==> src/rtl/irq_router_pkg.sv <==
package irq_router_pkg;

  localparam int DATA_W  = 32;
  localparam int ADDR_W  = 10;
  localparam int NLINES  = 13;
  localparam int EVT_LO  = 19;

  localparam int BIT_MII = 23;
  localparam int BIT_GRA = 28;

  localparam logic [ADDR_W-1:0] OFS_EVENT = 10'h004;
  localparam logic [ADDR_W-1:0] OFS_MASK  = 10'h008;
  localparam logic [ADDR_W-1:0] OFS_CTRL  = 10'h024;
  localparam logic [ADDR_W-1:0] OFS_MGMT  = 10'h040;
  localparam logic [ADDR_W-1:0] OFS_TXCTL = 10'h0C4;

  localparam int CTRL_RST_BIT = 0;
  localparam int TXC_STOP_BIT = 0;

  // Bits of the event word that can hold a flag.
  localparam logic [DATA_W-1:0] EVT_STORABLE = ~((DATA_W'(1) << EVT_LO) - DATA_W'(1));

  // Fixed routing: output line number to event bit position.
  function automatic int line_bit(input int idx);
    case (idx)
      0:  return 27;
      1:  return 26;
      2:  return 19;
      3:  return 20;
      4:  return 25;
      5:  return 24;
      6:  return 23;
      7:  return 21;
      8:  return 31;
      9:  return 28;
      10: return 22;
      11: return 29;
      default: return 30;
    endcase
  endfunction

  // Place line-indexed pulses at their event bit positions.
  function automatic logic [DATA_W-1:0] scatter(input logic [NLINES-1:0] lines);
    logic [DATA_W-1:0] v;
    v = '0;
    for (int i = 0; i < NLINES; i++) v[line_bit(i)] = lines[i];
    return v;
  endfunction

  // Pick event-word bits back into line order.
  function automatic logic [NLINES-1:0] gather(input logic [DATA_W-1:0] v);
    logic [NLINES-1:0] l;
    for (int i = 0; i < NLINES; i++) l[i] = v[line_bit(i)];
    return l;
  endfunction

  // Next event word: clear-by-one first, then sets win.
  function automatic logic [DATA_W-1:0] evt_next(input logic [DATA_W-1:0] cur,
                                                 input logic [DATA_W-1:0] clr,
                                                 input logic [DATA_W-1:0] set);
    return ((cur & ~clr) | set) & EVT_STORABLE;
  endfunction

endpackage

==> src/rtl/irq_reg_decode.sv <==
module irq_reg_decode
  import irq_router_pkg::*;
(
  input  logic              reg_wr,
  input  logic [ADDR_W-1:0] reg_addr,
  input  logic [DATA_W-1:0] reg_wdata,
  output logic              wr_event,
  output logic              wr_mask,
  output logic              wr_ctrl,
  output logic              wr_mgmt,
  output logic              wr_txctl,
  output logic              soft_rst,
  output logic              trig_mii,
  output logic              trig_gra
);

  always_comb begin
    wr_event = reg_wr && (reg_addr == OFS_EVENT);
    wr_mask  = reg_wr && (reg_addr == OFS_MASK);
    wr_ctrl  = reg_wr && (reg_addr == OFS_CTRL);
    wr_mgmt  = reg_wr && (reg_addr == OFS_MGMT);
    wr_txctl = reg_wr && (reg_addr == OFS_TXCTL);
    soft_rst = wr_ctrl && reg_wdata[CTRL_RST_BIT];
    trig_mii = wr_mgmt;
    trig_gra = wr_txctl && reg_wdata[TXC_STOP_BIT];
  end

endmodule

==> src/rtl/irq_event_store.sv <==
module irq_event_store
  import irq_router_pkg::*;
(
  input  logic              clk,
  input  logic              rst_n,
  input  logic              soft_rst,
  input  logic              clr_we,
  input  logic [DATA_W-1:0] clr_bits,
  input  logic [DATA_W-1:0] set_vec,
  output logic [DATA_W-1:0] ev_q
);

  logic [DATA_W-1:0] clr_eff;
  logic [DATA_W-1:0] ev_d;

  always_comb begin
    clr_eff = clr_we ? clr_bits : '0;
    ev_d    = soft_rst ? '0 : evt_next(ev_q, clr_eff, set_vec);
  end

  always_ff @(posedge clk or negedge rst_n) begin
    if (!rst_n) ev_q <= '0;
    else        ev_q <= ev_d;
  end

endmodule

==> src/rtl/irq_line_drive.sv <==
module irq_line_drive
  import irq_router_pkg::*;
(
  input  logic              clk,
  input  logic              rst_n,
  input  logic [DATA_W-1:0] ev_q,
  input  logic [DATA_W-1:0] mask_q,
  output logic [NLINES-1:0] irq_line
);

  logic [DATA_W-1:0] active;
  assign active = ev_q & mask_q;

  for (genvar g = 0; g < NLINES; g++) begin : g_line
    localparam int POS = line_bit(g);
    always_ff @(posedge clk or negedge rst_n) begin
      if (!rst_n) irq_line[g] <= 1'b0;
      else        irq_line[g] <= active[POS];
    end
  end

endmodule

==> src/rtl/irq_event_router.sv <==
module irq_event_router
  import irq_router_pkg::*;
(
  input  logic              clk,
  input  logic              rst_n,
  input  logic              reg_wr,
  input  logic [ADDR_W-1:0] reg_addr,
  input  logic [DATA_W-1:0] reg_wdata,
  output logic [DATA_W-1:0] reg_rdata,
  input  logic [NLINES-1:0] hw_set,
  output logic [NLINES-1:0] irq_line
);

  logic wr_event, wr_mask, wr_ctrl, wr_mgmt, wr_txctl;
  logic soft_rst, trig_mii, trig_gra;

  logic [DATA_W-1:0] set_vec;
  logic [DATA_W-1:0] ev_q;
  logic [DATA_W-1:0] mask_q;
  logic [DATA_W-1:0] ctrl_q;
  logic [DATA_W-1:0] mgmt_q;
  logic [DATA_W-1:0] txctl_q;

  irq_reg_decode u_dec (
    .reg_wr    (reg_wr),
    .reg_addr  (reg_addr),
    .reg_wdata (reg_wdata),
    .wr_event  (wr_event),
    .wr_mask   (wr_mask),
    .wr_ctrl   (wr_ctrl),
    .wr_mgmt   (wr_mgmt),
    .wr_txctl  (wr_txctl),
    .soft_rst  (soft_rst),
    .trig_mii  (trig_mii),
    .trig_gra  (trig_gra)
  );

  always_comb begin
    set_vec = scatter(hw_set);
    set_vec[BIT_MII] = set_vec[BIT_MII] | trig_mii;
    set_vec[BIT_GRA] = set_vec[BIT_GRA] | trig_gra;
  end

  irq_event_store u_evt (
    .clk      (clk),
    .rst_n    (rst_n),
    .soft_rst (soft_rst),
    .clr_we   (wr_event),
    .clr_bits (reg_wdata),
    .set_vec  (set_vec),
    .ev_q     (ev_q)
  );

  always_ff @(posedge clk or negedge rst_n) begin
    if (!rst_n) begin
      mask_q  <= '0;
      ctrl_q  <= '0;
      mgmt_q  <= '0;
      txctl_q <= '0;
    end else begin
      if (soft_rst) begin
        mask_q  <= '0;
        ctrl_q  <= '0;
        txctl_q <= '0;
      end else begin
        if (wr_mask)  mask_q  <= reg_wdata;
        if (wr_ctrl)  ctrl_q  <= reg_wdata;
        if (wr_txctl) txctl_q <= reg_wdata;
      end
      if (wr_mgmt) mgmt_q <= reg_wdata;
    end
  end

  always_comb begin
    case (reg_addr)
      OFS_EVENT: reg_rdata = ev_q;
      OFS_MASK:  reg_rdata = mask_q;
      OFS_CTRL:  reg_rdata = ctrl_q;
      OFS_MGMT:  reg_rdata = mgmt_q;
      OFS_TXCTL: reg_rdata = txctl_q;
      default:   reg_rdata = '0;
    endcase
  end

  irq_line_drive u_drv (
    .clk      (clk),
    .rst_n    (rst_n),
    .ev_q     (ev_q),
    .mask_q   (mask_q),
    .irq_line (irq_line)
  );

endmodule

==> config.mk <==
export PLATFORM = sky130hd
export DESIGN_NAME = irq_event_router
export DESIGN_NICKNAME = d
export VERILOG_FILES = /design/src/rtl/irq_router_pkg.sv /design/src/rtl/irq_reg_decode.sv /design/src/rtl/irq_event_store.sv /design/src/rtl/irq_line_drive.sv /design/src/rtl/irq_event_router.sv
export SDC_FILE = /design/constraint.sdc
export NUM_CORES = 1
export LEC_CHECK = 0
export ABC_AREA = 1
export BUFFER_PORTS_ARGS = -buffer_cell sky130_fd_sc_hd__buf_2
export CAP_MARGIN = 30
export CORE_MARGIN = 2
export CORE_UTILIZATION = 36
export CTS_BUF_LIST = sky130_fd_sc_hd__clkbuf_16
export CTS_CLUSTER_SIZE = 16
export DETAILED_ROUTE_END_ITERATION = 7
export GPL_ROUTABILITY_DRIVEN = 0
export PLACE_DENSITY_LB_ADDON = 0.08
export SETUP_SLACK_MARGIN = 0.4
export SYNTH_ARGS = -nofsm -noshare
export SYNTH_HDL_FRONTEND = slang
export SYNTH_SLANG_ARGS = --single-unit
==> constraint.sdc <==
create_clock -name clk -period 1.8 [get_ports clk]
set_input_delay 0.36 -clock clk [delete_from_list [all_inputs] [get_ports clk]]
set_output_delay 0.36 -clock clk [all_outputs]
set_load 0.05 [all_outputs]
### Word-level counts from Yosys, hierarchy flattened

Cells that the tools add are included.

| word-level totals | value |
|---|---|
| register bits after elaboration | 173 |
| logic and storage cells | 48 |
| bits of input ports | 58 |

| operators by class | value |
|---|---|
| bitwise operators | 6 |
| eq/ne operators | 5 |
| reduce and logical (&&, ||, !) cells | 10 |
| muxes and demuxes | 9 |

Operator list:

| cell | count |
|---|---|
| 32-bit 2-to-1 mux | 8 |
| 32-bit case mux with 5 select lines | 1 |
| 32-bit AND | 2 |
| 32-bit NOT | 1 |
| 32-bit OR | 1 |
| 10-bit by 3-bit equality test with 1-bit output, second input constant | 1 |
| 10-bit by 4-bit equality test with 1-bit output, second input constant | 1 |
| 10-bit by 6-bit equality test with 1-bit output, second input constant | 1 |
| 10-bit by 7-bit equality test with 1-bit output, second input constant | 1 |
| 10-bit by 8-bit equality test with 1-bit output, second input constant | 1 |
| 1-bit logical AND | 7 |
| 2-bit nonzero test | 3 |
| 1-bit OR | 2 |

### Logic depth before layout (Yosys ltp)

Gate-level depths: netlist (run 1).

| depth | value |
|---|---|
| word-level depth | 7 |
| mapped depth | 10 |
| depth with buffers taken out | 9 |

### By module

Synthesis (run 1) repeated with hierarchy kept, for this count alone.

| second synthesis, totals | value |
|---|---|
| cell total of the unflattened synthesis | 1007 |
| area total of the unflattened synthesis | 7641.1 µm² |

Modules (own cells, without submodules):

| module | instances | cells an instance | area an instance (µm²) |
|---|---|---|---|
| irq_event_router | 1 | 839 | 6337.3 |
| irq_event_store | 1 | 87 | 706.9 |
| irq_line_drive | 1 | 39 | 422.9 |
| irq_reg_decode | 1 | 42 | 173.9 |

### Worst setup path after synthesis (run 1)

OpenSTA, ideal clock, no wires.

| timing | value |
|---|---|
| kind | input to output |
| start point | input port reg_addr[0] |
| end point | output port reg_rdata[10] |
| stages | 8 |
| buffers on the path | 1 |
| setup slack | -225 ps |
| arrival time | 1665 ps |
| data required time | 1440 ps |
| path through | inv_1 nand2_1 nor2_8 nand3b_4 clkinv_1 buf_2 nand2_1 nand4_1 |

| on the way | value |
|---|---|
| cells in the longest elaborated chain, start to end | 2 |
| elaborated cells on any way between the ends | 6 |
| those cells by class | eq/ne (5); mux (1) |

RTL lines:

| what | line | source |
|---|---|---|
| from (decl) | irq_event_router.sv:7 | `input logic [ADDR_W-1:0] reg_addr,` |
| 10-bit by 8-bit equality test with 1-bit output (tied with other cells) | irq_event_router.sv:75 | `case (reg_addr)` |
| 32-bit case mux with 5 select lines (*) | irq_event_router.sv:75 |  |
| to (decl) | irq_event_router.sv:9 | `output logic [DATA_W-1:0] reg_rdata,` |

Every way passes the cells marked *; elsewhere a longest branch is shown, timed or not.

### Final worst setup path (run 1)

| timing | value |
|---|---|
| start point | input port reg_addr[9] |
| end point | output port reg_rdata[12] |

The elaborated chain is that of the path after synthesis.

==> reports/results.tsv, run 1 <==
stage	metric	value	unit
routing	Iter 0 DRT Violations	531	
die	Top Ports	103	
clock_network	maximum clock path buffer count	2	
clock_network	H-tree levels	4	
die	Core Area	20200	um2
final_layout	Finished Layout Cells	1395	
sta	final period utilization	1.11	
sta	RSZ-0062 raised after global routing	true	
critical_path	Worst Setup EP	reg_rdata[12]	
final_layout	Layout area overhead	59.8	%
synth	Seq/Total Area, Yosys	0.522	
global_route	initial antenna violation count	0	
clock_network	TritonCTS clock tree	done	
die	Site Rows	52	
clock_network	clk_lat worst skew	0.43	ns
routing	ANT nets after route	0	
synth	Post-synth EDFFs	0	
min_path	Worst Hold Depth	3	
synth	synth top area cells	dfrtp_1 52%, nand3_1 15%, nand2_1 13%	
sta	max frequency	0.500	GHz
routing	drt total wl	27.9	mm
flow_run	max_cap viols	0	
final_layout	Design Area, Final	11800	um2
sta	setup TNS	-6.47	ns
place	Placement Setup Slack	-0.334	ns
sta	Tmin final	2.00	ns
sta	Final Hold Fails	0	
die	Initial Util	0.366	
critical_path	crit path DAT	1.64	ns
global_route	gr ovfl total	0	
synth	Seq cells post-synth	154	
place	Cell Area, Placed	8860	um2
final_layout	ANT cells	0	
critical_path	reg2reg setup slack	1.01	ns
clock_network	root buffer cell	clkbuf_16	
critical_path	CP required	1.44	ns
sta	worst-margin pin slew	0.524	ns
synth	share of flip-flops with an asynchronous set or reset	1.00	
routing	DR pass1 iterations	5	
critical_path	FF-to-FF Start	u_evt.ev_q[26]$_DFF_PN0_	
place	Placed Instances	1299	
synth	top cells by count, synth	255 x nand2_1, 224 x nand3_1, 154 x dfrtp_1	
synth	mean cell area of the mapped netlist	8.02	um2
final_layout	fillers	1783	
synth	most common cell in the netlist	nand2_1	
synth	Mapped Nets	979	
die	die width	147	um
die	Die Span Y	147	um
critical_path	Worst setup EP type	primary output	
global_route	largest net degree at the start of global routing	48	
synth	cell taking the most area after synthesis	dfrtp_1	
synth	cell count after synthesis	921	
place	DP HPWL	15.9	mm
global_route	vias in the first global route	7088	
synth	Synth cell types	25	
critical_path	worst-path maximum fanout	7	
min_path	worst hold-check path type	input port to flop	
routing	vias per std cell	5.23	
power	peak supply drop	650	uV
sta	clock skew	0.00636	ns
sta	Final Slew Violations	0	
synth	Ys Warns	0	
synth	predominant post-synthesis flop cell	dfrtp_1	
synth	area share of the largest cell type after synthesis	0.522	
global_route	Global Route Usage Sum	0.250	
critical_path	worst reg2reg endpoint	u_evt.ev_q[26]$_DFF_PN0_	
place	buffers added on ports	102	
routing	routed vias	7289	
final_layout	layout cells sized above 1	0.412	
sta	hold_ws	0.153	ns
routing	per-cell routed wire length	20.0	um
clock_network	clock sink total	154	
sta	Setup WS post-layout	-0.200	ns
routing	DR DRC count	0	
critical_path	Crit Path Category	input port to primary output	
critical_path	Worst R2R Path Depth	3	
final_layout	Finished Core Util	0.585	
critical_path	CP startpoint kind	input port	
clock_network	Num CTS Buffers	17	
final_layout	Layout Nets	1171	
sta	setup violators final	92	
clock_network	clk slew on worst S/H paths	0.06	ns
status	status	complete, but fails checks	
power	total power	7.79	mW
power	PwrDens	660	nW/um2
sta	relative slew slack	0.650	
status	failing checks	negative setup slack	
die	Die ar.	21700	um2
synth	synthesized cell area	7390	um2
global_route	first-pass GRT wire length	41.5	mm
critical_path	worst setup path startpoint	reg_addr[9]	
power	Leak	6.03	nW
-- logic make-up after synthesis --
logic type	synth area share
AND/OR/NAND/NOR	0.329
flip-flops	0.522
AO/OA/AOI/OAI	0.0664
buffers and inverters	0.0826
-- cells in the final DEF, fill, tap and decap left out, types with 2 or more instances in the layout --
master / n
buf_6: 50
inv_1: 71
nand2_4: 13
nand2_8: 2
nor2_1: 8
nand4_1: 25
nand2_2: 23
bufbuf_16: 2
bufinv_16: 4
clkinv_1: 2
o21a_1: 8
clkinv_2: 4
inv_4: 2
nor2_4: 10
o21ai_1: 17
nand3_2: 106
nand3_1: 108
nand2_1: 219
nor2_8: 2
clkbuf_4: 3
a21oi_1: 14
buf_4: 51
buf_16: 14
buf_12: 29
o21bai_1: 9
dfrtp_1: 154
clkinvlp_4: 2
buf_8: 22
clkinv_4: 2
clkbuf_16: 22
nand3_4: 10
a22oi_2: 2
inv_6: 2
buf_2: 55
o21ai_2: 12
nor2_2: 8
clkinv_8: 3
o21ai_0: 24
inv_2: 5
-- power breakdown --
group          internal, mW  switching [mW]  total (mW)
Combinational         0.157           0.332       0.489
Clock                  2.29            1.47        3.77
Sequential             3.51          0.0285        3.54
-- what timing repair did --
action | in CTS | in global routing
gates resized for setup | 247 | 131
setup endpoints to repair | 137 | 170
cloned | 16 | 9
setup buffers | 25 | 14
endpoints found under the hold margin | 30 | 0
pin swaps | 39 | 46
hold buffers | 1 | 0
-- worst max-delay path: stages --
cell      delay, ns
buf_8          0.10
nor2_4         0.16
nand2_2        0.10
nand3b_4       0.25
buf_6          0.20
inv_6          0.08
nand2_1        0.05
nand4_1        0.15
buf_6          0.18
-- state kept, by name, indices dropped and copies added, names as in the netlist --
name,flops
ctrl_q,32
mask_q,32
u_evt.ev_q,13
mgmt_q,32
txctl_q,32
u_drv.irq_line,13
-- final cells by class --
| class | instances | area (um2) | share of cell area |
|---|---|---|---|
| Sequential cell | 154 | 3850 | 0.326 |
| Clock buffer | 17 | 425 | 0.0360 |
| Multi-Input combinational cell | 625 | 3910 | 0.331 |
| Timing Repair Buffer | 232 | 2740 | 0.232 |
| Tap cell | 270 | 338 | 0.0286 |
| Clock inverter | 14 | 180 | 0.0153 |
| Timing Repair inverter | 3 | 41.3 | 0.00350 |
| Inverter | 80 | 323 | 0.0273 |
-- metal layers --
layer,share of wire,up-vias,global-route usage
met5,0,-,0
met4,0.018,0,0.0784
met3,0.049,38,0.0404
met2,0.49,225,0.407
met1,0.44,3599,0.345
li1,-,3427,-
-- how the worst min path moves through the flow --
stage	endpoint	startpoint
after floorplan	ctrl_q[0]$_DFFE_PN0P_	rst_n
after global placement	mask_q[25]$_DFFE_PN0P_	rst_n
after CTS	u_evt.ev_q[29]$_DFF_PN0_	hw_set[11]
after global routing	u_evt.ev_q[24]$_DFF_PN0_	hw_set[5]
after detailed placement	mask_q[25]$_DFFE_PN0P_	rst_n
final	u_evt.ev_q[29]$_DFF_PN0_	hw_set[11]
No activity file was read; power rests on OpenSTA's default activity.
==> run 2, diff against run 1 <==
CORE_MARGIN = 8   (was 2)
MAX_ROUTING_LAYER = met4   (was not set)
==> reports/results.tsv, run 2 (synthesis results as in run 1) <==
stage	metric	value	unit
status	status	complete, but fails checks	
status	failing checks	negative setup slack	
die	die width	159	um
global_route	Global Route Usage Sum	0.224	
place	buffers added on ports	102	
clock_network	Num CTS Buffers	17	
die	Initial Util	0.366	
sta	final period utilization	1.09	
global_route	largest net degree at the start of global routing	60	
global_route	vias in the first global route	7420	
final_layout	Finished Layout Cells	1378	
routing	Iter 0 DRT Violations	601	
final_layout	layout cells sized above 1	0.390	
min_path	worst hold-check path type	input port to flop	
clock_network	TritonCTS clock tree	done	
sta	Setup WS post-layout	-0.159	ns
power	PwrDens	671	nW/um2
place	DP HPWL	16.7	mm
routing	vias per std cell	5.25	
clock_network	H-tree levels	4	
critical_path	Worst setup EP type	primary output	
clock_network	clk slew on worst S/H paths	0.06	ns
routing	DR pass1 iterations	5	
sta	Final Hold Fails	0	
global_route	gr ovfl total	0	
critical_path	crit path DAT	1.60	ns
sta	RSZ-0062 raised after global routing	true	
sta	max frequency	0.511	GHz
sta	setup violators final	34	
die	Site Rows	52	
critical_path	CP max-delay cell	nor2_4	
critical_path	CP startpoint kind	input port	
critical_path	Cell Chain, Critical Path	buf_8 > nor2_4 > nand3_2 > nor2_4 > buf_6 > buf_12 > nand2_1 > o21ai_1 > inv_1 > nand3_4 > buf_8	
final_layout	Layout Nets	1156	
power	total power	7.73	mW
routing	ANT nets after route	0	
sta	relative slew slack	0.655	
sta	clock skew	0.00356	ns
critical_path	worst-path maximum fanout	8	
clock_network	maximum clock path buffer count	2	
final_layout	Finished Core Util	0.571	
sta	worst-margin pin slew	0.516	ns
power	peak supply drop	705	uV
flow_run	max_cap viols	0	
global_route	initial antenna violation count	0	
routing	drt total wl	27.6	mm
clock_network	root buffer cell	clkbuf_16	
global_route	first-pass GRT wire length	43.3	mm
final_layout	ANT cells	0	
final_layout	Layout area overhead	55.9	%
critical_path	worst path bufs/invs	5	
die	Die ar.	25400	um2
die	Core Area	20200	um2
place	Placed Instances	1296	
critical_path	delay-heaviest family, CP	buffers and inverters	
clock_network	clock sink total	154	
sta	Tmin final	1.96	ns
routing	DR DRC count	0	
sta	setup TNS	-3.73	ns
sta	Final Slew Violations	0	
power	Leak	5.98	nW
die	Top Ports	103	
routing	routed vias	7229	
final_layout	commonest non-fill, non-tap cell in the layout	nand2_1	
clock_network	clk_lat worst skew	0.42	ns
place	Placement Setup Slack	-0.326	ns
final_layout	commonest cells after routing, fill and taps aside	202 x nand2_1, 154 x dfrtp_1, 140 x nand3_1, 75 x inv_1, 64 x nand3_2	
die	Die Span Y	159	um
critical_path	Crit Path Category	input port to primary output	
critical_path	CP required	1.44	ns
critical_path	Worst path max stage delay	0.18	ns
routing	per-cell routed wire length	20.1	um
run 2: changes by cell type in the layout (fill, tap and decap cells not counted), moves of 6 or more:
cell     previous run  this run
nand3_4            10        20
nand3_2           106        64
buf_4              51        43
nand2_1           219       202
nand2_4            13        19
nand3_1           108       140
nand2_2            23        34
run 2: path summary, 6_finish.rpt:
| kind | from | to | slack, ns | cells past startpoint |
|---|---|---|---|---|
| max reg2reg | u_evt.ev_q[30]$_DFF_PN0_ | u_evt.ev_q[30]$_DFF_PN0_ | 0.96 | 3 |
| min | hw_set[4] | u_evt.ev_q[25]$_DFF_PN0_ | 0.16 | 3 |
| min reg2reg | u_evt.ev_q[30]$_DFF_PN0_ | u_drv.irq_line[12]$_DFF_PN0_ | 0.46 | 2 |
| min in group asynchronous | rst_n | u_evt.ev_q[20]$_DFF_PN0_ | 0.41 | 2 |
| max | reg_addr[1] | reg_rdata[21] | -0.16 | 11 |
| max in group asynchronous | rst_n | ctrl_q[18]$_DFFE_PN0P_ | 0.79 | 3 |
run 2: timing repair:
action / in CTS / in global routing
buffers inserted: 31 / 4
pin swaps: 44 / 37
hold buffers: 1 / 0
resized for setup: 274 / 98
gates cloned: 16 / 1
endpoints found under the hold margin: 33 / 0
endpoints found under the setup margin: 122 / 142
run 2: per-layer routing:
| metal | vias to the layer above | GRT usage | wire length, um |
|---|---|---|---|
| met2 | 199 | 0.364 | 13800 |
| met3 | 31 | 0.0380 | 1240 |
| met4 | 0 | 0.0605 | 414 |
| met1 | 3605 | 0.286 | 12200 |
| li1 | 3394 | - | - |
| met5 | - | - | 0 |
run 2: area by class of cell:
cell class | instances | area [um2]
timing repair buffer | 217 | 2450
timing repair inverter | 3 | 48.8
clock buffer | 17 | 425
inverter | 80 | 323
fill | 1817 | 8650
clock inverter | 12 | 160
sequential | 154 | 3850
multi-input combinational | 625 | 3920
tap | 270 | 338
run 2: power by group:
part           switching (mW)  internal (mW)
registers              0.0294           3.51
clock network            1.44           2.27
logic                   0.330          0.154
total                    1.80           5.93
run 2: worst reg2reg max path: stages, from the launching register on:
cell and delay (ns):
dfrtp_1 0.37, inv_1 0.13, o21bai_1 0.14, a21oi_1 0.08
run 2: stage by stage:
stage	instance area, um2	hold slack (ns)
3_3_place_gp	8840	0.313
4_1_cts	11100	0.149
3_5_place_dp	8840	0.309
5_1_grt	11500	0.161
6_report	11500	0.157
2_1_floorplan	7680	0.0644
